<file path="src/rtl/fax_sampler_pkg.sv">
package fax_sampler_pkg;
  localparam int DOT_BIT  = 7;
  localparam int SYNC_BIT = 6;
  localparam int LUM_W    = 4;

  typedef enum logic [2:0] {
    ST_IDLE,
    ST_SYNC_HI,
    ST_SYNC_LO,
    ST_GUARD,
    ST_DOT_LO,
    ST_DOT_HI
  } cap_state_e;
endpackage

</file>
<file path="src/rtl/sampler_sync.sv">
module sampler_sync #(
  parameter int W = 6
) (
  input  logic         clk_i,
  input  logic         rst_ni,
  input  logic [W-1:0] d_i,
  output logic [W-1:0] q_o
);
  logic [W-1:0] meta_q;

  always_ff @(posedge clk_i or negedge rst_ni) begin
    if (!rst_ni) begin
      meta_q <= '0;
      q_o    <= '0;
    end else begin
      meta_q <= d_i;
      q_o    <= meta_q;
    end
  end
endmodule

</file>
<file path="src/rtl/guard_timer.sv">
module guard_timer #(
  parameter int CYCLES = 40
) (
  input  logic clk_i,
  input  logic rst_ni,
  input  logic start_i,
  output logic expired_o
);
  localparam int CW = $clog2(CYCLES) + 1;

  logic [CW-1:0] cnt_q;
  logic          run_q;

  always_ff @(posedge clk_i or negedge rst_ni) begin
    if (!rst_ni) begin
      cnt_q <= '0;
      run_q <= 1'b0;
    end else if (start_i) begin
      cnt_q <= CW'(CYCLES - 1);
      run_q <= 1'b1;
    end else if (run_q) begin
      if (cnt_q == '0) run_q <= 1'b0;
      else             cnt_q <= cnt_q - 1'b1;
    end
  end

  assign expired_o = run_q && (cnt_q == '0);
endmodule

</file>
<file path="src/rtl/line_pixel_sampler.sv">
module line_pixel_sampler
  import fax_sampler_pkg::*;
#(
  parameter int PIX_PER_LINE = 160,
  parameter int LINES        = 200,
  parameter int GUARD_UNITS  = 10,
  parameter int DELAY_CLKS   = 4,
  parameter int DEC_MAX      = 4,
  localparam int XW = $clog2(PIX_PER_LINE),
  localparam int YW = $clog2(LINES),
  localparam int DW = $clog2(DEC_MAX + 1)
) (
  input  logic             clk_i,
  input  logic             rst_ni,
  input  logic [7:0]       port_i,
  input  logic [DW-1:0]    decim_i,
  input  logic             start_i,
  input  logic             abort_i,
  output logic             busy_o,
  output logic             done_o,
  output logic             err_o,
  output logic             pix_valid_o,
  output logic [LUM_W-1:0] pix_o,
  output logic [XW-1:0]    x_o,
  output logic [YW-1:0]    y_o
);
  localparam int GUARD_CYC = GUARD_UNITS * DELAY_CLKS;

  logic [LUM_W+1:0] sync_d, sync_q;
  logic             dot_s, sync_s;
  logic [LUM_W-1:0] lum_s;
  logic             unused_bits;

  assign sync_d      = {port_i[DOT_BIT], port_i[SYNC_BIT], port_i[LUM_W-1:0]};
  assign unused_bits = ^port_i[5:4];

  sampler_sync #(.W(LUM_W + 2)) u_sync (
    .clk_i (clk_i),
    .rst_ni(rst_ni),
    .d_i   (sync_d),
    .q_o   (sync_q)
  );

  assign dot_s  = sync_q[LUM_W+1];
  assign sync_s = sync_q[LUM_W];
  assign lum_s  = sync_q[LUM_W-1:0];

  cap_state_e    state_q;
  logic [DW-1:0] dec_q, cnt_q;
  logic [XW-1:0] x_q;
  logic [YW-1:0] y_q;
  logic          guard_start, guard_done, decim_ok;

  assign guard_start = (state_q == ST_SYNC_LO) && !sync_s;
  assign decim_ok    = (decim_i != '0) && (int'(decim_i) <= DEC_MAX);
  assign busy_o      = (state_q != ST_IDLE);

  guard_timer #(.CYCLES(GUARD_CYC)) u_guard (
    .clk_i    (clk_i),
    .rst_ni   (rst_ni),
    .start_i  (guard_start),
    .expired_o(guard_done)
  );

  always_ff @(posedge clk_i or negedge rst_ni) begin
    if (!rst_ni) begin
      state_q     <= ST_IDLE;
      dec_q       <= DW'(1);
      cnt_q       <= '0;
      x_q         <= '0;
      y_q         <= '0;
      err_o       <= 1'b0;
      done_o      <= 1'b0;
      pix_valid_o <= 1'b0;
      pix_o       <= '0;
      x_o         <= '0;
      y_o         <= '0;
    end else begin
      pix_valid_o <= 1'b0;
      done_o      <= 1'b0;
      if (abort_i && busy_o) begin
        state_q <= ST_IDLE;
      end else begin
        unique case (state_q)
          ST_IDLE: if (start_i) begin
            if (decim_ok) begin
              dec_q   <= decim_i;
              err_o   <= 1'b0;
              x_q     <= XW'(PIX_PER_LINE - 1);
              y_q     <= YW'(LINES - 1);
              state_q <= ST_SYNC_HI;
            end else begin
              err_o <= 1'b1;
            end
          end
          ST_SYNC_HI: if (sync_s)  state_q <= ST_SYNC_LO;
          ST_SYNC_LO: if (!sync_s) state_q <= ST_GUARD;
          ST_GUARD: if (guard_done) begin
            cnt_q   <= '0;
            state_q <= ST_DOT_LO;
          end
          ST_DOT_LO: if (!dot_s) state_q <= ST_DOT_HI;
          ST_DOT_HI: if (dot_s) begin
            if (cnt_q == dec_q - DW'(1)) begin
              pix_valid_o <= 1'b1;
              pix_o       <= lum_s;
              x_o         <= x_q;
              y_o         <= y_q;
              cnt_q       <= '0;
              if (x_q == '0) begin
                x_q <= XW'(PIX_PER_LINE - 1);
                if (y_q == '0) begin
                  done_o  <= 1'b1;
                  state_q <= ST_IDLE;
                end else begin
                  y_q     <= y_q - 1'b1;
                  state_q <= ST_SYNC_HI;
                end
              end else begin
                x_q     <= x_q - 1'b1;
                state_q <= ST_DOT_LO;
              end
            end else begin
              cnt_q   <= cnt_q + 1'b1;
              state_q <= ST_DOT_LO;
            end
          end
          default: state_q <= ST_IDLE;
        endcase
      end
    end
  end

  // done only with the final sample
  p_done_last_r7: assert property (@(posedge clk_i) disable iff (!rst_ni)
    done_o |-> (pix_valid_o && x_o == '0 && y_o == '0));

  // every sample needs a fresh low phase, so samples never come back to back
  p_no_back_to_back_r5: assert property (@(posedge clk_i) disable iff (!rst_ni)
    pix_valid_o |=> !pix_valid_o);

  // abort ends the capture without done
  p_abort_idle_r8: assert property (@(posedge clk_i) disable iff (!rst_ni)
    (abort_i && busy_o) |=> (!busy_o && !done_o && !pix_valid_o));

  // a bad decimation value is refused
  p_bad_decim_r2: assert property (@(posedge clk_i) disable iff (!rst_ni)
    (start_i && !busy_o && !decim_ok) |=> (err_o && !busy_o));

  // a good decimation value starts the capture
  p_good_start_r2: assert property (@(posedge clk_i) disable iff (!rst_ni)
    (start_i && !busy_o && decim_ok && !abort_i) |=> (busy_o && !err_o));
endmodule

</file>
<file path="config.mk">
export PLATFORM = sky130hd
export DESIGN_NAME = line_pixel_sampler
export DESIGN_NICKNAME = d
export VERILOG_FILES = /design/src/rtl/fax_sampler_pkg.sv /design/src/rtl/sampler_sync.sv /design/src/rtl/guard_timer.sv /design/src/rtl/line_pixel_sampler.sv
export SDC_FILE = /design/constraint.sdc
export NUM_CORES = 1
export LEC_CHECK = 0
export ABC_AREA = 1
export CAP_MARGIN = 25
export CORE_ASPECT_RATIO = 1.4
export CORE_UTILIZATION = 40
export DETAILED_ROUTE_END_ITERATION = 12
export GPL_TIMING_DRIVEN = 0
export PLACE_DENSITY = 0.68
export SLEW_MARGIN = 20
export SYNTH_ARGS = -nofsm -noshare
export SYNTH_HDL_FRONTEND = slang
export SYNTH_SLANG_ARGS = --single-unit
</file>
<file path="constraint.sdc">
create_clock -name clk_i -period 2.61 [get_ports clk_i]
set_input_delay 0.522 -clock clk_i [delete_from_list [all_inputs] [get_ports clk_i]]
set_output_delay 0.522 -clock clk_i [all_outputs]
set_load 0.005 [all_outputs]
</file>
Word-level counts from Yosys, hierarchy flattened

Cells that the tools add are included.

Register bits after elaboration: 68
Bits of input ports: 15

Add/subtract/negate cells: 5
$lt $le $gt $ge: 1
Eq/ne operators: 21
Multiplexer cells: 46
Bitwise operators: 1
Reductions and logical operators: 22

Operator list:

| operator                                                                 | number |
|---|---|
| 8-bit two-way mux                                                        | 11 |
| 3-bit two-way mux                                                        | 13 |
| 8-bit one-hot mux with 2 select lines                                    | 2 |
| 7-bit two-way mux                                                        | 3 |
| 3-bit one-hot mux with 6 select lines                                    | 1 |
| 8-bit logical NOT                                                        | 2 |
| 8-bit by 1-bit subtractor with 8-bit output (second input constant)      | 2 |
| 1-bit two-way mux                                                        | 15 |
| 3-bit inequality test (second input constant)                            | 5 |
| 2-bit inequality test (second input constant)                            | 7 |
| 4-bit AND reduction                                                      | 3 |
| 8-bit AND reduction                                                      | 1 |
| 7-bit logical NOT                                                        | 1 |
| 7-bit AND reduction                                                      | 1 |
| 7-bit by 1-bit subtractor with 7-bit output (second input constant)      | 1 |
| 3-bit by 2-bit == test with 1-bit output (second input constant)         | 2 |
| 3-bit == test (second input constant)                                    | 2 |
| 3-bit by 2-bit inequality test with 1-bit output (second input constant) | 2 |
| 3-bit one-hot mux with 2 select lines                                    | 1 |
| 6-bit AND reduction                                                      | 1 |
| 2-bit nonzero test                                                       | 3 |
| 3-bit nonzero test                                                       | 2 |
| 1-bit logical AND                                                        | 4 |
| 3-bit by 1-bit adder with 3-bit output (second input constant)           | 1 |
| other kinds (10)                                                         | 10 |

Logic depth before layout (Yosys ltp)

Gate-level depths: netlist of the first run.

Depth in word-level cells: 7
Mapped depth: 12

Modules after synthesis

Synthesis of the first run repeated with hierarchy kept, for this count alone.

Cells, all modules: 411
Area total of the unflattened synthesis: 3,557.2 um^2

By module, submodules not included:

| module             | times used | cells an instance | area an instance (um^2) |
|---|---|---|---|
| line_pixel_sampler | 1          | 330               | 2,742.6 |
| guard_timer        | 1          | 69                | 514.2 |
| sampler_sync       | 1          | 12                | 300.3 |

Worst setup path before layout of the first run

No wires, ideal clock.

Path type: register to register
Start point: register dec_q[0]
End point: register x_q[5]
Arrival: 1.737 ns
Required time: 2.492 ns
Slack: 0.755 ns
Cell stages (with the launch flop): 13
Path buffers: 1
Period minus slack after synthesis: 1.855 ns
Cell sequence: dfstp_2 > inv_1 > ha_1 > inv_1 > nand2_1 > nand2_1 > nor2_1 > nand3_1 > nand2_2 > nand2_4 > buf_6 > nand2_1 > o21ai_2

Word-level cells in the longest chain between the ends: 4

RTL lines:

| element                                     | line                      | source |
|---|---|---|
| start, declared                             | line_pixel_sampler.sv:49  | `logic [DW-1:0] dec_q, cnt_q;` |
| start signal, assigned                      | line_pixel_sampler.sv:87  | `dec_q <= decim_i;` |
| 3-bit by 1-bit subtractor with 3-bit output | line_pixel_sampler.sv:104 | `if (cnt_q == dec_q - DW'(1)) begin` |
| 3-bit == test                               | line_pixel_sampler.sv:104 |  |
| 2-bit inequality test (no line)             | --                        |  |
| 6-bit AND reduction (no line)               | --                        |  |
| end signal, assigned                        | line_pixel_sampler.sv:89  | `x_q <= XW'(PIX_PER_LINE - 1);` |
| end signal, assigned                        | line_pixel_sampler.sv:111 | `x_q <= XW'(PIX_PER_LINE - 1);` |
| end signal, assigned                        | line_pixel_sampler.sv:120 | `x_q <= x_q - 1'b1;` |
| end, declared                               | line_pixel_sampler.sv:50  | `logic [XW-1:0] x_q;` |

Every way passes these cells.
A chain may end at the register's enable or synchronous reset.

Worst setup path in the final report of the first run

Start point: register dec_q[0]
End point: register y_o[2]

Word-level cells in the longest chain between the ends: 3

RTL lines:

| element                                     | line                      | source |
|---|---|---|
| 3-bit by 1-bit subtractor with 3-bit output | line_pixel_sampler.sv:104 |  |
| 3-bit == test                               | line_pixel_sampler.sv:104 |  |
| 4-bit AND reduction (no line)               | --                        |  |
| end signal, assigned                        | line_pixel_sampler.sv:108 | `y_o <= y_q;` |
| end, declared                               | line_pixel_sampler.sv:25  | `output logic [YW-1:0] y_o` |

Every way passes these cells.

==> results.sh, run 1 <==
export IMPL_clk_insertion_delay_late_ps=330
export IMPL_yosysSeqAreaShare=0.4926
export IMPL_cts_tree="built"
export IMPL_endpoint="y_o[2]"
export IMPL_fin_tns_setup_ps=0
export IMPL_synth_most_common_cell="nand2_1"
export IMPL_peakVddDrop_v=0.0006111
export IMPL_dp_cells=575
export IMPL_grt_pass1_wl_um=13120
export IMPL_n_antenna_cell=0
export IMPL_criticalPathCategory="register to register"
export IMPL_drv_slew=0
export IMPL_start_util=0.4192
export IMPL_slew_headroom=0.6289
export IMPL_total_power_mw=4.651
export IMPL_drv_cap=0
export IMPL_cts_buffers=9
export IMPL_vias=2945
export IMPL_nFillCells=793
export IMPL_crit_start="dec_q[0]"
export IMPL_area_growth_pct=23.38
export IMPL_critical_path_max_stage_delay_ps=520
export IMPL_die_w_um=80.57
export IMPL_synth_area_mux_share=0
export IMPL_synth_avg_cell_area_um2=7.929
export IMPL_post_route_period_util=0.8453
export IMPL_overflow=0
export IMPL_start_kind="register"
export IMPL_cts_resized=0
export IMPL_fin_area_um2=4265
export IMPL_synth_xor_area_share=0.007600
export IMPL_p_per_area_nw_per_um2=1090
export IMPL_yosysTopAreaCellShare=0.4850
export IMPL_regToRegEndpoint="y_o[2]"
export IMPL_dp_hpwl_um=5424
export IMPL_crit_fanout=10
export IMPL_synthSimpleGateAreaFrac=0.3442
export IMPL_io_pins=39
export IMPL_fp_row_count=39
export IMPL_core_area_um2=8247
export IMPL_synthArstFlopShare=1.000
export IMPL_synth_area_top_cells="dfrtp_1, nand2_1, nand4_1"
export IMPL_ys_dominant_reg_cell="dfrtp_1"
export IMPL_first_global_vias=2850
export IMPL_r2r_start="dec_q[0]"
export IMPL_cpMostUsedCell="nand2_1"
export IMPL_rsz0062_at_grt="false"
export IMPL_route_detailed_drc=0
export IMPL_wl_per_cell_um=12.60
export IMPL_grt_usage=0.1895
export IMPL_synth_compound_area_frac=0.05936
export IMPL_period_needed_ps=2206
export IMPL_synth_warnings=0
export IMPL_dr_pass1_iters=4
export IMPL_setup_viol=0
export IMPL_drive_gt1_frac=0.09202
export IMPL_vias_per_cell=4.983
export IMPL_syn_inst=436
export IMPL_finalNonFillerCells=591
export IMPL_synthDistinctLibCells=30
export IMPL_drtIter0Drc=179
export IMPL_hold_class="input pin to async pin"
export IMPL_hold_violations=0
export IMPL_gp_congestion=0.8580
export IMPL_worst_pin_slew_ps=556.6
export IMPL_place_area_um2=3963
export IMPL_cp_arrival_ps=2470
export IMPL_synth_common_cells="nand2_1, dfrtp_1, nor2_1"
export IMPL_reg2reg_slack_ps=400
export IMPL_cts_htree_levels=3
export IMPL_cts_hold_buf=0
export IMPL_postCtsSetupRepairBufs=0
export IMPL_cts_sinks=68
export IMPL_max_freq_ghz=0.4533
export IMPL_synth_top_family_by_area="simple AND/OR/NAND/NOR gates"
export IMPL_syn_num_nets=459
export IMPL_synth_top_cell_by_area="dfrtp_1"
export IMPL_cts_path_max_buffers=2
export IMPL_postRouteAntennaNets=0
export IMPL_syn_area_um2=3457
export IMPL_die_area_um2=9024
export IMPL_port_buffers=36
export IMPL_endpoint_kind="register"
export IMPL_grt_max_degree=45
export IMPL_fp_dieH_um=112
export IMPL_status="completed"
export IMPL_p_leak_nw=2.138
export IMPL_antenna_found_initial=0
export IMPL_synthAdderAreaFrac=0.02895
export IMPL_reg2reg_depth=11
export IMPL_synth_edf_count=0
export IMPL_nets=507
export IMPL_crit_required_ps=2870
export IMPL_path_clk_slew_ps=50
export IMPL_crit_path_cell_trace="inv_1 > ha_1 > inv_1 > nand2_1 > nand2_1 > nor2_1 > nand2_1 > inv_1 > clkbuf_1 > nand4_1 > nand2_1"
export IMPL_clock_skew_ps=8.056
export IMPL_critPathSlowestCell="dfstp_2"
export IMPL_wl_um=7447
export IMPL_cts_root_buf="clkbuf_16"
export IMPL_synth_seq_cells=68
==> per-stage QoR <==
stage | utilization | hold slack (ps) | setup slack, ps
finish | 0.5172 | 98.28 | 403.8
global placement | 0.4784 | 334.8 | -1248
detailed placement | 0.4805 | 336.3 | 284.1
floorplan | - | 226.4 | 754.6
global route | 0.5172 | 125.8 | 173.2
CTS | 0.5172 | 108.3 | 405.3
==> kinds of logic after synthesis <==
logic type | Yosys count
DFF | 68
AOI/OAI and AO/OA | 31
xor gates and xnor gates | 3
buffers and inverters | 58
and+or+nand+nor | 268
adders and majority gates | 8
==> sequential cells by signal (all words and copies together), names as in the netlist <==
signal	count
dec_q	3
x_o	8
state_q	3
u_sync.q_o	6
cnt_q	3
u_sync.meta_q	6
y_q	8
done_o	1
x_q	8
err_o	1
pix_o	4
u_guard.cnt_q	7
y_o	8
pix_valid_o	1
u_guard.run_q	1
==> layout make-up <==
| cell class | instances | area [um^2] | share of cell area |
|---|---|---|---|
| inverter | 45 | 170.2 | 0.03989 |
| sequential | 68 | 1703 | 0.3992 |
| tap | 102 | 127.6 | 0.02992 |
| clock buffer | 10 | 239.0 | 0.05603 |
| clock inverter | 6 | 63.81 | 0.01496 |
| buffer | 13 | 62.56 | 0.01467 |
| multi-input combinational | 310 | 1521 | 0.3567 |
| timing repair buffer | 37 | 377.9 | 0.08859 |
==> power breakdown <==
group | internal (mW) | switching (mW) | total, mW
clock network | 0.762 | 0.442 | 1.20
registers | 1.35 | 0.243 | 1.59
logic | 0.701 | 1.15 | 1.85
total | 2.81 | 1.84 | 4.65
==> cell usage in the layout (no fill, tap or decap), types with 3 or more instances in the layout <==
master | netlist | routed
nor3_1 | 7 | 7
nor2_1 | 47 | 47
o21ai_2 | 9 | 9
clkdlybuf4s50_1 | 0 | 35
nand2_1 | 137 | 137
clkbuf_16 | 0 | 9
o21ai_0 | 13 | 13
clkinv_2 | 1 | 3
nand3_1 | 32 | 32
dfrtp_1 | 67 | 67
buf_2 | 5 | 5
nand4_1 | 36 | 36
a21oi_1 | 6 | 6
ha_1 | 8 | 8
inv_2 | 4 | 4
clkbuf_1 | 7 | 7
inv_1 | 40 | 40
==> critical path: cells and delay by family (launching register included) <==
kind                       cells  cell delay, ps
and+or+nand+nor                6             750
buffers and inverters          4             570
DFF                            1             520
adders and majority gates      1             290
==> worst min path at each step <==
stage | to | depth (start not counted)
finish | dec_q[2] | 1
global route | dec_q[2] | 1
global placement | u_sync.q_o[2] | 0
floorplan | cnt_q[0] | 0
detailed placement | u_sync.q_o[5] | 0
CTS | dec_q[2] | 1
==> per-layer routing <==
| layer | global-route usage | wire (um) |
|---|---|---|
| met5 | 0 | 0 |
| met4 | 0.1143 | 190 |
| met3 | 0.04016 | 240 |
| met2 | 0.3102 | 3761 |
| met1 | 0.2233 | 3255 |
Note: power is estimated with default switching activity, not from simulation.
==> inputs of run 2 (changes only) <==
==> constraint.sdc (replaced) <==
create_clock -name clk_i -period 2.1 [get_ports clk_i]
set_input_delay 0.42 -clock clk_i [delete_from_list [all_inputs] [get_ports clk_i]]
set_output_delay 0.42 -clock clk_i [all_outputs]
set_load 0.005 [all_outputs]
==> results.sh, run 2 (synthesis gave the netlist of run 1 again) <==
export IMPL_place_area_um2=3963
export IMPL_start_util=0.4192
export IMPL_drtIter0Drc=170
export IMPL_drv_cap=0
export IMPL_endpoint_kind="output pin"
export IMPL_clock_skew_ps=8.559
export IMPL_status="finished, violations left"
export IMPL_core_area_um2=8247
export IMPL_overflow=0
export IMPL_criticalPathCategory="register to output pin"
export IMPL_peakVddDrop_v=0.0007620
export IMPL_die_w_um=80.57
export IMPL_p_leak_nw=2.167
export IMPL_clk_insertion_delay_late_ps=340
export IMPL_cts_hold_buf=0
export IMPL_gp_congestion=0.8580
export IMPL_hold_violations=24
export IMPL_fp_row_count=39
export IMPL_dp_cells=575
export IMPL_fin_area_um2=4329
export IMPL_crit_required_ps=1680
export IMPL_whs_ps=-13.06
export IMPL_cp_arrival_ps=1590
export IMPL_dp_hpwl_um=5424
export IMPL_slew_headroom=0.6293
export IMPL_cts_tree="built"
export IMPL_cts_buffers=9
export IMPL_die_area_um2=9024
export IMPL_n_antenna_cell=0
export IMPL_crit_fanout=9
export IMPL_vias=2965
export IMPL_period_needed_ps=2009
export IMPL_worst_pin_slew_ps=556.0
export IMPL_final_cell_mix="nand2_1, dfrtp_1, nor2_1"
export IMPL_finalNonFillerCells=594
export IMPL_nets=510
export IMPL_io_pins=39
export IMPL_cts_sinks=68
export IMPL_violations="negative hold slack"
export IMPL_port_buffers=36
export IMPL_route_detailed_drc=0
export IMPL_cts_root_buf="clkbuf_16"
export IMPL_hold_class="input pin to async pin"
export IMPL_dr_pass1_iters=4
export IMPL_wl_um=7584
export IMPL_grt_pass1_wl_um=13210
export IMPL_first_global_vias=2826
export IMPL_p_per_area_nw_per_um2=1354
export IMPL_grt_max_degree=45
export IMPL_drive_gt1_frac=0.1077
export IMPL_nFillCells=791
export IMPL_postRouteAntennaNets=0
export IMPL_grt_usage=0.1916
export IMPL_antenna_found_initial=0
export IMPL_layout_commonest_cell="nand2_1"
export IMPL_path_clk_slew_ps=50
export IMPL_vias_per_cell=4.992
export IMPL_fp_dieH_um=112
export IMPL_max_freq_ghz=0.4977
export IMPL_fin_ws_ps=90.68
export IMPL_start_kind="register"
export IMPL_place_ws_ps=-123.9
export IMPL_cts_path_max_buffers=2
export IMPL_setup_viol=0
export IMPL_post_route_period_util=0.9568
export IMPL_area_growth_pct=25.23
export IMPL_cts_htree_levels=3
export IMPL_fin_util=0.5250
export IMPL_wl_per_cell_um=12.77
export IMPL_drv_slew=0
==> run 2: area by class of cell <==
| type | count | area (um^2) | share of cell area |
|---|---|---|---|
| Clock buffer | 10 | 239.0 | 0.05520 |
| Inverter | 45 | 170.2 | 0.03931 |
| Clock inverter | 6 | 63.81 | 0.01474 |
| Sequential cell | 68 | 1703 | 0.3934 |
| Timing Repair Buffer | 40 | 400.4 | 0.09249 |
| Multi-Input combinational cell | 310 | 1551 | 0.3584 |
| Buffer | 13 | 73.82 | 0.01705 |
| Tap cell | 102 | 127.6 | 0.02948 |
==> run 2: timing repair <==
action,4_1_cts,5_1_grt
resized for setup,4,10
setup buffers,0,3
endpoints found under the setup margin,27,36
pin swaps,0,1
==> run 2: final timing paths <==
| path | from | end | slack, ps | cells past startpoint |
|---|---|---|---|---|
| setup / recovery | state_q[0] | busy_o | 90 | 4 |
| hold / removal | rst_ni | dec_q[2] | -10 | 1 |
| setup reg to reg | dec_q[0] | x_q[5] | 130 | 12 |
| hold reg to reg | u_sync.meta_q[5] | u_sync.q_o[5] | 350 | 0 |
| max in group asynchronous | rst_ni | dec_q[0] | 1530 | 2 |
| min in group clk_i | u_sync.meta_q[5] | u_sync.q_o[5] | 350 | 0 |
==> run 2: power by group <==
part	internal [mW]	total (mW)	switching [mW]
sequential	1.68	1.98	0.304
combinational	0.904	2.37	1.46
clock	0.947	1.51	0.563
==> run 2: routing by layer <==
metal / vias to the layer above / routed length (um) / GRT usage
met3: 12 / 265 / 0.04344
met1: 1374 / 3251 / 0.2259
met4: 0 / 153 / 0.1095
li1: 1528 / - / -
met5: - / 0 / 0
met2: 51 / 3913 / 0.3141
==> run 2: metrics by stage <==
| step | setup TNS, ps | total power [mW] | hold slack, ps |
|---|---|---|---|
| floorplan | 0 | 3.592 | 124.4 |
| global placement | -112530 | 4.217 | 334.8 |
| detailed placement | -1984 | 4.306 | 336.3 |
| CTS | 0 | 5.866 | 6.329 |
| global route | -1.352 | 6.336 | 21.00 |
| finish | 0 | 5.860 | -13.06 |
==> run 2: critical path: stages, from the launching register on <==
cell	delay, ps
dfrtp_1	330
buf_2	190
clkinv_2	110
nand3_4	110
clkdlybuf4s50_1	510
